<file path="config.mk">
export PLATFORM = sky130hd
export DESIGN_NAME = asi_fmt_top
export DESIGN_NICKNAME = d
export VERILOG_FILES = /design/src/rtl/asi_fmt_pkg.sv /design/src/rtl/asi_priv_check.sv /design/src/rtl/asi_lane_swap.sv /design/src/rtl/asi_sign_ext.sv /design/src/rtl/asi_addr_align.sv /design/src/rtl/asi_fmt_top.sv
export SDC_FILE = /design/constraint.sdc
export NUM_CORES = 1
export LEC_CHECK = 0
export ABC_CLOCK_PERIOD_IN_PS = 2300
export BUFFER_PORTS_ARGS = -buffer_cell sky130_fd_sc_hd__clkbuf_2
export CORE_MARGIN = 5
export CORE_UTILIZATION = 56
export DETAILED_ROUTE_END_ITERATION = 10
export PLACE_DENSITY = 0.87
export REMOVE_ABC_BUFFERS = 1
export SLEW_MARGIN = 20
export SYNTH_ARGS = -nofsm -noshare
export SYNTH_HDL_FRONTEND = slang
export SYNTH_HIERARCHICAL = 1
export SYNTH_SLANG_ARGS = --single-unit
</file>
<file path="constraint.sdc">
create_clock -name clk -period 2.3 [get_ports clk]
set_input_delay 0.345 -clock clk [delete_from_list [all_inputs] [get_ports clk]]
set_output_delay 0.345 -clock clk [all_outputs]
set_load 0.05 [all_outputs]
</file>
<file path="src/rtl/asi_fmt_pkg.sv">
package asi_fmt_pkg;

    localparam int unsigned SPACE_W = 8;

    // Codes at or above this need no privilege.
    localparam logic [SPACE_W-1:0] KERNEL_LIMIT = 8'h80;
    // Codes from here up to KERNEL_LIMIT-1 also need hyper-privilege.
    localparam logic [SPACE_W-1:0] HYPER_LOW    = 8'h30;

    typedef enum logic [1:0] {
        ST_IDLE,
        ST_LOAD,
        ST_STORE,
        ST_FAULT
    } fmt_state_e;

    // Spaces whose loads are little-endian.
    function automatic logic le_on_load(input logic [SPACE_W-1:0] sp);
        unique case (sp)
            8'h0C, 8'h18, 8'h19, 8'h1C, 8'h1D,
            8'h88, 8'h89, 8'h8A, 8'h8B: return 1'b1;
            default:                    return 1'b0;
        endcase
    endfunction

    // Store list: the two read-only no-fault codes are left out.
    function automatic logic le_on_store(input logic [SPACE_W-1:0] sp);
        unique case (sp)
            8'h0C, 8'h18, 8'h19, 8'h1C, 8'h1D,
            8'h88, 8'h89:               return 1'b1;
            default:                    return 1'b0;
        endcase
    endfunction

endpackage

</file>
<file path="src/rtl/asi_priv_check.sv">
module asi_priv_check
    import asi_fmt_pkg::*;
(
    input  logic [SPACE_W-1:0] space,
    input  logic               priv,
    input  logic               hpriv,
    output logic               fault
);

    logic below_kernel;
    logic in_hyper;

    always_comb begin
        below_kernel = (space < KERNEL_LIMIT);
        in_hyper     = below_kernel && (space >= HYPER_LOW);
        fault        = (below_kernel && !priv) || (in_hyper && !hpriv);
    end

endmodule

</file>
<file path="src/rtl/asi_lane_swap.sv">
module asi_lane_swap #(
    parameter int DATA_W = 64,
    parameter int SIZE_W = 2
) (
    input  logic [DATA_W-1:0] din,
    input  logic [SIZE_W-1:0] size,
    input  logic              swap_en,
    output logic [DATA_W-1:0] dout
);

    localparam int NB = DATA_W / 8;

    int nb;

    // Keep the low nb lanes, optionally mirrored; clear the rest.
    always_comb begin
        nb   = 32'(1) << size;
        dout = '0;
        for (int i = 0; i < NB; i++) begin
            if (i < nb) begin
                if (swap_en)
                    dout[8*i +: 8] = din[8*(nb-1-i) +: 8];
                else
                    dout[8*i +: 8] = din[8*i +: 8];
            end
        end
    end

endmodule

</file>
<file path="src/rtl/asi_sign_ext.sv">
module asi_sign_ext #(
    parameter int DATA_W = 64,
    parameter int SIZE_W = 2
) (
    input  logic [DATA_W-1:0] din,
    input  logic [SIZE_W-1:0] size,
    input  logic              ext_en,
    output logic [DATA_W-1:0] dout
);

    localparam int NB = DATA_W / 8;

    int  nb;
    logic top_bit;

    // Lanes above the access size copy its top bit; full width is untouched.
    always_comb begin
        nb      = 32'(1) << size;
        top_bit = din[8*nb-1];
        dout    = din;
        if (ext_en) begin
            for (int b = 0; b < NB; b++) begin
                if (b >= nb)
                    dout[8*b +: 8] = {8{top_bit}};
            end
        end
    end

endmodule

</file>
<file path="src/rtl/asi_addr_align.sv">
module asi_addr_align #(
    parameter int ADDR_W = 64,
    parameter int SIZE_W = 2
) (
    input  logic [ADDR_W-1:0] din,
    input  logic [SIZE_W-1:0] size,
    output logic [ADDR_W-1:0] dout
);

    logic [ADDR_W-1:0] keep_mask;

    always_comb begin
        keep_mask = {ADDR_W{1'b1}} << size;
        dout      = din & keep_mask;
    end

endmodule

</file>
<file path="src/rtl/asi_fmt_top.sv">
module asi_fmt_top
    import asi_fmt_pkg::*;
#(
    parameter int DATA_W = 64,
    parameter int ADDR_W = 64,
    parameter int SIZE_W = $clog2($clog2(DATA_W / 8) + 1)
) (
    input  logic               clk,
    input  logic               rst_n,
    input  logic               req_valid,
    input  logic               req_store,
    input  logic [SPACE_W-1:0] req_space,
    input  logic [SIZE_W-1:0]  req_size,
    input  logic               req_signed,
    input  logic               req_priv,
    input  logic               req_hpriv,
    input  logic [ADDR_W-1:0]  req_addr,
    input  logic [DATA_W-1:0]  req_data,
    output logic               out_valid,
    output logic               out_wr_en,
    output logic               out_fault,
    output logic [DATA_W-1:0]  out_data,
    output logic [ADDR_W-1:0]  out_addr
);

    fmt_state_e        state_q, state_d;
    logic              fault_c;
    logic              swap_c;
    logic              ext_c;
    logic [DATA_W-1:0] swapped_c;
    logic [DATA_W-1:0] shaped_c;
    logic [ADDR_W-1:0] aligned_c;
    logic [DATA_W-1:0] data_q;
    logic [ADDR_W-1:0] addr_q;

    asi_priv_check u_priv (
        .space (req_space),
        .priv  (req_priv),
        .hpriv (req_hpriv),
        .fault (fault_c)
    );

    always_comb begin
        swap_c = req_store ? le_on_store(req_space) : le_on_load(req_space);
        ext_c  = !req_store && req_signed;
    end

    asi_lane_swap #(.DATA_W(DATA_W), .SIZE_W(SIZE_W)) u_swap (
        .din     (req_data),
        .size    (req_size),
        .swap_en (swap_c),
        .dout    (swapped_c)
    );

    asi_sign_ext #(.DATA_W(DATA_W), .SIZE_W(SIZE_W)) u_sext (
        .din    (swapped_c),
        .size   (req_size),
        .ext_en (ext_c),
        .dout   (shaped_c)
    );

    asi_addr_align #(.ADDR_W(ADDR_W), .SIZE_W(SIZE_W)) u_align (
        .din  (req_addr),
        .size (req_size),
        .dout (aligned_c)
    );

    // Next-state decode: the result kind of the request now on the inputs.
    always_comb begin
        if (!req_valid)
            state_d = ST_IDLE;
        else if (fault_c)
            state_d = ST_FAULT;
        else if (req_store)
            state_d = ST_STORE;
        else
            state_d = ST_LOAD;
    end

    // State register.
    always_ff @(posedge clk or negedge rst_n) begin
        if (!rst_n)
            state_q <= ST_IDLE;
        else
            state_q <= state_d;
    end

    // Data path registers: zero unless an accepted request does not fault.
    always_ff @(posedge clk or negedge rst_n) begin
        if (!rst_n) begin
            data_q <= '0;
            addr_q <= '0;
        end else if (req_valid && !fault_c) begin
            data_q <= shaped_c;
            addr_q <= req_store ? aligned_c : req_addr;
        end else begin
            data_q <= '0;
            addr_q <= '0;
        end
    end

    // Output decode from the state.
    always_comb begin
        out_valid = 1'b0;
        out_wr_en = 1'b0;
        out_fault = 1'b0;
        unique case (state_q)
            ST_IDLE:  ;
            ST_LOAD:  out_valid = 1'b1;
            ST_STORE: begin
                out_valid = 1'b1;
                out_wr_en = 1'b1;
            end
            ST_FAULT: begin
                out_valid = 1'b1;
                out_fault = 1'b1;
            end
            default:  ;
        endcase
        out_data = data_q;
        out_addr = addr_q;
    end

endmodule

</file>
==> results of run 1 <==
kinds of logic (layout without fill, tap and decap cells):
kind of cell,Yosys count,in the layout
multiplexers,234,234
flip-flops,130,130
buffers and inverters,200,468
adder cells (fa/ha/maj),11,11
AND/OR/NAND/NOR,254,254
AO/OA/AOI/OAI,122,122
synth_stat cells, types with 2 or more instances:
cell,number
mux4_1,5
clkbuf_2,7
a221oi_2,2
o21a_1,9
clkbuf_1,15
a21oi_1,3
nor3b_2,2
a21boi_0,3
nand2b_1,5
nor2b_1,15
nor2_1,111
nor3_1,20
mux2i_4,10
a211oi_1,3
buf_4,73
nand2_1,28
dfrtp_1,130
mux4_2,61
buf_8,4
buf_2,19
o21ai_0,47
buf_12,3
mux2i_1,139
a31oi_1,7
mux2_2,18
and2_1,68
a22oi_1,7
o22ai_1,36
buf_6,14
inv_1,63
ha_1,11
sequential cells by signal (all words and copies together) (netlist names):
name	cells
out_data	64
out_addr	64
state_q	2
report_power, final:
| part | total (uW) | switching (uW) | internal, uW |
|---|---|---|---|
| Clock | 2630 | 1110 | 1530 |
| Combinational | 2250 | 1360 | 892 |
| Sequential | 2450 | 38.4 | 2410 |
metrics by stage:
step                      power [uW]  instance area [sq um]
after global routing            7610                  12300
after detailed placement        4590                  11400
after CTS                       7250                  12100
final                           7330                  12300
after floorplan                 3820                   8970
after global placement          4540                  11400
routing by layer:
| metal | vias up | track usage [%] |
|---|---|---|
| met4 | 0 | 12.6 |
| met1 | 3998 | 34.6 |
| met2 | 651 | 48.2 |
| li1 | 3803 | - |
| met3 | 123 | 6.59 |
| met5 | - | 0 |
critical path, stage by stage:
cell,delay (ps)
buf_8,100
inv_6,60
ha_4,150
buf_6,170
inv_1,80
ha_1,230
a21oi_2,210
nand2_2,100
a31oi_4,170
mux2i_2,100
mux2_4,400
buf_12,190
mux2i_1,250
and2_1,220
path summary, 6_finish.rpt:
kind	depth (start not counted)	end
min in group asynchronous	2	out_data[30]
worst max-delay path	14	out_data[53]
max in group asynchronous	3	out_data[7]
worst min-delay path	3	out_addr[55]
cells in the final DEF (no fill, tap or decap), types with 10 or more instances in the layout:
cell,count
and2_1,64
buf_4,75
buf_6,10
clkbuf_16,19
clkbuf_2,271
dfrtp_1,130
inv_1,61
mux2_2,18
mux2i_1,137
mux2i_4,10
mux4_2,61
nand2_1,25
nor2_1,110
nor2b_1,13
nor3_1,18
o21ai_0,45
o22ai_1,36
timing repair:
item                                    4_1_cts  5_1_grt
endpoints found under the setup margin       64       64
setup buffers                                 0        4
hold buffers                                  1        0
hold endpoints to repair                     44        0
pin swaps                                     0        5
gates resized for setup                      14       36
cloned                                        0        4
cell type report:
cell class	count	area [sq um]	share of cell area (%)
clock inverter	14	130	1.06
timing repair buffer	372	2340	19.0
sequential	130	3250	26.4
tap	225	282	2.29
clock buffer	18	439	3.57
multi-input combinational	621	5610	45.6
inverter	64	250	2.03
==> flow_summary.html, run 1 <==
<table>
<tr><th>Metric</th><th>Value</th></tr>
<tr><th colspan="2">Outcome</th></tr>
<tr><td>Failing checks</td><td>negative setup slack</td></tr>
<tr><td>Run status</td><td>finished with violations</td></tr>
<tr><th colspan="2">Clocking</th></tr>
<tr><td>CTS Buf Count</td><td>17</td></tr>
<tr><td>Clock tree sinks</td><td>130</td></tr>
<tr><td>Clk buf depth</td><td>2</td></tr>
<tr><td>Clock tree root buffer cell</td><td>clkbuf_16</td></tr>
<tr><td>Clock tree from TritonCTS</td><td>done</td></tr>
<tr><td>Clock-pin slew reported for the worst setup and hold paths after clock tree synthesis</td><td>60 ps</td></tr>
<tr><td>CTS H-tree depth</td><td>4</td></tr>
<tr><th colspan="2">Drt</th></tr>
<tr><td>Number of DRC markers after the initial detailed-route iteration</td><td>883</td></tr>
<tr><td>Count of nets left with antenna violations after detail routing</td><td>0</td></tr>
<tr><td>Met2 wirelength from detailed routing</td><td>14.7 mm</td></tr>
<tr><td>Via-to-Cell Ratio</td><td>5.94</td></tr>
<tr><td>Total wire length</td><td>30.3 mm</td></tr>
<tr><td>Detailed-route DRC error count</td><td>0</td></tr>
<tr><td>Total number of vias</td><td>8575</td></tr>
<tr><td>Top routing layer in use</td><td>met4</td></tr>
<tr><td>Average wire per cell in the routed design</td><td>21.0 um</td></tr>
<tr><td>Metal1 wirelength</td><td>10.6 mm</td></tr>
<tr><td>Met3 wire length</td><td>3.63 mm</td></tr>
<tr><td>TritonRoute pass-1 iters</td><td>6</td></tr>
<tr><th colspan="2">Power</th></tr>
<tr><td>Leakage power</td><td>0.00595 uW</td></tr>
<tr><td>Power density of the placed cells</td><td>595 nW/um^2</td></tr>
<tr><td>Worst ir drop on vdd</td><td>0.560 mV</td></tr>
<tr><th colspan="2">Placed design</th></tr>
<tr><td>Count of buffers inserted at the top-level ports</td><td>275</td></tr>
<tr><td>Pre-CTS WS</td><td>-653 ps</td></tr>
<tr><td>DPL Wire Length</td><td>21.6 mm</td></tr>
<tr><td>Instance count after placement with tap cells included</td><td>1402</td></tr>
<tr><td>GP Congestion</td><td>0.961</td></tr>
<tr><th colspan="2">Yosys</th></tr>
<tr><td>Synthesized-area fraction occupied by ao, oa, aoi and oai cells</td><td>7.65%</td></tr>
<tr><td>Synthesized instance count</td><td>951</td></tr>
<tr><td>Yosys warnings</td><td>6</td></tr>
<tr><td>Distinct cell type count of the synthesized netlist</td><td>44</td></tr>
<tr><td>Multiplexer area fraction after synthesis</td><td>33.4%</td></tr>
<tr><td>Flop and latch count out of synthesis</td><td>130</td></tr>
<tr><td>Post-synthesis instance area</td><td>9990 sq um</td></tr>
<tr><td>Post-synth EDFFs</td><td>0</td></tr>
<tr><td>Largest family of logic cells by synthesized area</td><td>multiplexers</td></tr>
<tr><td>Post-synthesis async set-or-reset flop share</td><td>100%</td></tr>
<tr><td>Post-Synth Adder-Cell Area</td><td>1.38%</td></tr>
<tr><td>Top area cells in the synthesized netlist</td><td>dfrtp_1, mux2i_1, mux4_2</td></tr>
<tr><td>Share of Yosys cell area claimed by the top area cell type</td><td>32.6%</td></tr>
<tr><td>Largest area contributor in the netlist</td><td>dfrtp_1</td></tr>
<tr><td>Sequential cell area fraction in the yosys report</td><td>32.6%</td></tr>
<tr><td>Top flip-flop cell by instance count after synthesis</td><td>dfrtp_1</td></tr>
<tr><td>Post-Synthesis Mean Instance Area</td><td>10.5 sq um</td></tr>
<tr><td>Xor and xnor area share after synthesis</td><td>0%</td></tr>
<tr><td>Post-Synth Simple-Gate Area</td><td>12.4%</td></tr>
<tr><th colspan="2">Timing</th></tr>
<tr><td>Max Slew Vio Count</td><td>0</td></tr>
<tr><td>Slew at the pin with the worst max-slew slack</td><td>953 ps</td></tr>
<tr><td>Final number of setup-violating endpoints</td><td>1</td></tr>
<tr><td>Final worst path period need</td><td>2450 ps</td></tr>
<tr><td>Setup repair after global routing missed its margin</td><td>yes</td></tr>
<tr><td>Relative slew margins</td><td>36.5%</td></tr>
<tr><td>Maximum clock rate</td><td>409 MHz</td></tr>
<tr><td>Post-layout worst setup margin</td><td>-148 ps</td></tr>
<tr><td>Final hold slack</td><td>177 ps</td></tr>
<tr><td>Final Cycle Share</td><td>106%</td></tr>
<tr><td>Setup TNS Final</td><td>-148 ps</td></tr>
<tr><td>Number of hold violations in the final report</td><td>0</td></tr>
<tr><th colspan="2">Global route</th></tr>
<tr><td>Maximum number of pins on one net before global-route repair</td><td>65</td></tr>
<tr><td>Wire length of the first global-routing pass</td><td>45.2 mm</td></tr>
<tr><td>Number of antenna violations at the first check in global routing</td><td>0</td></tr>
<tr><td>GRT Residual Overflow</td><td>0</td></tr>
<tr><td>Number of global-route vias before repair</td><td>8509</td></tr>
<tr><td>Total GRT Usage</td><td>28.4%</td></tr>
<tr><th colspan="2">Worst setup path</th></tr>
<tr><td>Crit path DAT</td><td>2790 ps</td></tr>
<tr><td>Type of the worst setup path</td><td>in2reg</td></tr>
<tr><td>Critical path startpoint</td><td>req_size[1]</td></tr>
<tr><td>Worst setup EP type</td><td>register</td></tr>
<tr><td>Crit-path max FO</td><td>11</td></tr>
<tr><td>Nature of the critical path startpoint</td><td>input pin</td></tr>
<tr><td>Required time at the endpoint of the critical path</td><td>2650 ps</td></tr>
<tr><th colspan="2">Min path</th></tr>
<tr><td>Hold WC Path Type</td><td>in2reg</td></tr>
<tr><td>Hold Path Origin</td><td>req_addr[55]</td></tr>
<tr><th colspan="2">Job</th></tr>
<tr><td>Max-Cap Viols</td><td>0</td></tr>
<tr><th colspan="2">Cells and area</th></tr>
<tr><td>Diodes inserted</td><td>0</td></tr>
<tr><td>Final nets</td><td>1362</td></tr>
<tr><td>Layout area overhead</td><td>23.2%</td></tr>
<tr><td>Count of placed standard cells in the final layout, fillers left out</td><td>1444</td></tr>
<tr><td>Fillers</td><td>1261</td></tr>
<tr><td>Util after Layout</td><td>70.7%</td></tr>
<tr><td>Layout cell share with drive strength beyond 1</td><td>43.3%</td></tr>
<tr><th colspan="2">Floorplanning</th></tr>
<tr><td>Die extent in y</td><td>144 um</td></tr>
<tr><td>Initial core utilization</td><td>57.4%</td></tr>
<tr><td>Io pins</td><td>276</td></tr>
<tr><td>Placement Rows</td><td>48</td></tr>
<tr><td>Die area</td><td>20600 sq um</td></tr>
<tr><td>Standard cell core area</td><td>17400 sq um</td></tr>
<tr><td>X dimension of the die</td><td>144 um</td></tr>
</table>
(Power assumes the default switching activity.)
==> run 2, diff against run 1 <==
--- a/config.mk
+++ b/config.mk
@@ -8,3 +8,3 @@
 export ABC_CLOCK_PERIOD_IN_PS = 2300
-export BUFFER_PORTS_ARGS = -buffer_cell sky130_fd_sc_hd__clkbuf_2
+export BUFFER_PORTS_ARGS = -buffer_cell sky130_fd_sc_hd__buf_2
 export CORE_MARGIN = 5
--- a/constraint.sdc
+++ b/constraint.sdc
@@ -3,2 +3,2 @@
 set_output_delay 0.345 -clock clk [all_outputs]
-set_load 0.05 [all_outputs]
+set_load 0.1 [all_outputs]
==> run 2 against run 1 <==
Against the previous run:
- the run still ends with negative setup slack left
- critical path depth grew 1
- total power is 11% higher
- first-iteration DRC count decreased by 8.7%
- clock-buffer cell count fell by 1
- utilization increased by 2.0 points
- sequential cell count stayed put
==> flow_summary.html, run 2 (same netlist as run 1, synthesis figures left out) <==
<table>
<tr><th>Metric</th><th>Value</th></tr>
<tr><th colspan="2">Outcome</th></tr>
<tr><td>Run status</td><td>finished with violations</td></tr>
<tr><td>Failing checks</td><td>negative setup slack</td></tr>
<tr><th colspan="2">Floorplanning</th></tr>
<tr><td>Io pins</td><td>276 (unchanged)</td></tr>
<tr><td>Initial core utilization</td><td>57.4% (unchanged)</td></tr>
<tr><td>Placement Rows</td><td>48 (unchanged)</td></tr>
<tr><td>Standard cell core area</td><td>17400 sq um (unchanged)</td></tr>
<tr><td>X dimension of the die</td><td>144 um (unchanged)</td></tr>
<tr><td>Die area</td><td>20600 sq um (unchanged)</td></tr>
<tr><td>Die extent in y</td><td>144 um (unchanged)</td></tr>
<tr><th colspan="2">Drt</th></tr>
<tr><td>TritonRoute pass-1 iters</td><td>5 (-1)</td></tr>
<tr><td>Count of nets left with antenna violations after detail routing</td><td>0 (unchanged)</td></tr>
<tr><td>Metal1 wirelength</td><td>10.8 mm (+2.3%)</td></tr>
<tr><td>Number of DRC markers after the initial detailed-route iteration</td><td>806 (-8.7%)</td></tr>
<tr><td>Total wire length</td><td>31.5 mm (+3.9%)</td></tr>
<tr><td>Met3 wire length</td><td>3.67 mm (+1.3%)</td></tr>
<tr><td>Average wire per cell in the routed design</td><td>21.4 um (+2.1%)</td></tr>
<tr><td>Met2 wirelength from detailed routing</td><td>15.8 mm (+7.4%)</td></tr>
<tr><td>Detailed-route DRC error count</td><td>0 (unchanged)</td></tr>
<tr><td>Top routing layer in use</td><td>met5</td></tr>
<tr><td>Total number of vias</td><td>8842 (+3.1%)</td></tr>
<tr><td>Via-to-Cell Ratio</td><td>6.01 (+1.3%)</td></tr>
<tr><th colspan="2">Worst setup path</th></tr>
<tr><td>Top delay family on crit path</td><td>compound AO/OA/AOI/OAI gates</td></tr>
<tr><td>Buffers plus inverters on the worst setup path</td><td>4 (-1)</td></tr>
<tr><td>Type of the worst setup path</td><td>in2reg</td></tr>
<tr><td>Worst setup EP type</td><td>register</td></tr>
<tr><td>Crit path DAT</td><td>2780 ps (about the same)</td></tr>
<tr><td>Peak per-stage delay on the critical path</td><td>340 ps (-60 ps)</td></tr>
<tr><td>Crit-path max FO</td><td>7 (-4)</td></tr>
<tr><td>Required time at the endpoint of the critical path</td><td>2650 ps (about the same)</td></tr>
<tr><td>Nature of the critical path startpoint</td><td>input pin</td></tr>
<tr><td>Crit-path slowest cell</td><td>mux2_4</td></tr>
<tr><td>Cells along the critical path</td><td>buf_2, nor2b_1, o21ai_2, a21oi_4, buf_12, nand2_2, a21boi_0, o21ai_1, a21oi_2, mux2i_1, mux2_4, buf_12, clkbuf_16, mux2i_1, and2_1</td></tr>
<tr><th colspan="2">Clocking</th></tr>
<tr><td>Clock-pin slew reported for the worst setup and hold paths after clock tree synthesis</td><td>60 ps (about the same)</td></tr>
<tr><td>Clock tree root buffer cell</td><td>clkbuf_16</td></tr>
<tr><td>Clk buf depth</td><td>2 (unchanged)</td></tr>
<tr><td>CTS Buf Count</td><td>17 (unchanged)</td></tr>
<tr><td>CTS H-tree depth</td><td>4 (unchanged)</td></tr>
<tr><td>Clock tree sinks</td><td>130 (unchanged)</td></tr>
<tr><td>Clock tree from TritonCTS</td><td>done</td></tr>
<tr><th colspan="2">Min path</th></tr>
<tr><td>Hold WC Path Type</td><td>in2reg</td></tr>
<tr><th colspan="2">Timing</th></tr>
<tr><td>Post-layout worst setup margin</td><td>-126 ps (+21.8 ps)</td></tr>
<tr><td>Final number of setup-violating endpoints</td><td>54 (+53)</td></tr>
<tr><td>Final worst path period need</td><td>2430 ps (-21.8 ps)</td></tr>
<tr><td>Slew at the pin with the worst max-slew slack</td><td>1050 ps (+100 ps)</td></tr>
<tr><td>Setup repair after global routing missed its margin</td><td>yes</td></tr>
<tr><td>Relative slew margins</td><td>29.8% (-6.7 points)</td></tr>
<tr><td>Max Slew Vio Count</td><td>0 (unchanged)</td></tr>
<tr><td>Maximum clock rate</td><td>412 MHz (+0.90%)</td></tr>
<tr><td>Number of hold violations in the final report</td><td>0 (unchanged)</td></tr>
<tr><td>Final Cycle Share</td><td>105% (-0.95 points)</td></tr>
<tr><th colspan="2">Power</th></tr>
<tr><td>Power density of the placed cells</td><td>640 nW/um^2 (+7.6%)</td></tr>
<tr><td>Worst ir drop on vdd</td><td>0.507 mV (-9.5%)</td></tr>
<tr><td>Leakage power</td><td>0.00618 uW (+3.8%)</td></tr>
<tr><th colspan="2">Cells and area</th></tr>
<tr><td>Final nets</td><td>1383 (+1.5%)</td></tr>
<tr><td>Layout cell share with drive strength beyond 1</td><td>44.5% (+1.2 points)</td></tr>
<tr><td>Layout area overhead</td><td>26.7%</td></tr>
<tr><td>Total non-filler cell area in the finished layout</td><td>12700 sq um (+2.8%)</td></tr>
<tr><td>Util after Layout</td><td>72.7% (+2.0 points)</td></tr>
<tr><td>Commonest cells after routing, fill and taps aside</td><td>buf_2, mux2i_1, dfrtp_1, nor2_1, buf_4</td></tr>
<tr><td>Count of placed standard cells in the final layout, fillers left out</td><td>1470 (+1.8%)</td></tr>
<tr><td>Most common cell after layout, fill and taps aside</td><td>buf_2</td></tr>
<tr><th colspan="2">Global route</th></tr>
<tr><td>Wire length of the first global-routing pass</td><td>46.0 mm (+2.0%)</td></tr>
<tr><td>Number of antenna violations at the first check in global routing</td><td>7 (+7)</td></tr>
<tr><td>Number of global-route vias before repair</td><td>8554 (+0.53%)</td></tr>
<tr><td>Maximum number of pins on one net before global-route repair</td><td>65 (unchanged)</td></tr>
<tr><td>Total GRT Usage</td><td>28.8% (+0.40 points)</td></tr>
<tr><td>GRT Residual Overflow</td><td>0 (unchanged)</td></tr>
<tr><th colspan="2">Placed design</th></tr>
<tr><td>Count of buffers inserted at the top-level ports</td><td>275 (unchanged)</td></tr>
<tr><td>Pre-CTS WS</td><td>-568 ps (+85.1 ps)</td></tr>
<tr><td>DPL Wire Length</td><td>21.7 mm (+0.15%)</td></tr>
<tr><td>Cell area after placement</td><td>11500 sq um (+0.46%)</td></tr>
<tr><td>GP Congestion</td><td>0.983 (+2.2%)</td></tr>
<tr><td>Instance count after placement with tap cells included</td><td>1409 (+0.50%)</td></tr>
<tr><th colspan="2">Job</th></tr>
<tr><td>Max-Cap Viols</td><td>0 (unchanged)</td></tr>
</table>
==> run 2: path summary, 6_finish.rpt <==
check / slack, ps / cells after the start / from / end
worst max-delay path: -130 / 15 / req_space[2] / out_data[1]
worst min-delay path: 180 / 3 / req_addr[61] / out_addr[61]
min in group asynchronous: 420 / 2 / rst_n / out_data[52]
max in group asynchronous: 1200 / 3 / rst_n / out_addr[22]
==> run 2: layout make-up <==
class | instances | area, sq um
multi-input combinational | 621 | 5640
fill | 1227 | 4760
sequential | 130 | 3250
timing repair buffer | 393 | 2610
clock buffer | 17 | 425
tap | 225 | 282
inverter | 64 | 253
clock inverter | 15 | 180
antenna | 5 | 12.5
==> run 2: metal layers <==
metal	up-vias	GRT usage (%)
li1	3846	-
met1	4207	35.2
met2	666	50.0
met3	119	6.82
met4	4	9.96
met5	-	0
==> run 2: metrics by stage <==
step | hold WS (ps) | TNS [ps] | power, uW
floorplan | 49.4 | -268040 | 4300
finish | 178 | -3020 | 8100
global placement | 303 | -27680 | 5040
global route | 178 | -5250 | 8390
detailed placement | 308 | -33480 | 5090
CTS | 168 | 0 | 8000
==> run 2: timing repair <==
action | CTS | global route
endpoints found under the hold margin | 41 | 0
gates cloned | 2 | 5
hold buffers | 1 | 0
endpoints found under the setup margin | 62 | 59
resized for setup | 25 | 30
buffers inserted | 5 | 10
pin swaps | 6 | 10
==> run 2: power breakdown <==
group / switching (uW) / total (uW) / internal, uW
Sequential: 34.4 / 2440 / 2410
Combinational: 1880 / 2850 / 964
Clock: 1100 / 2820 / 1710
Total: 3020 / 8100 / 5090
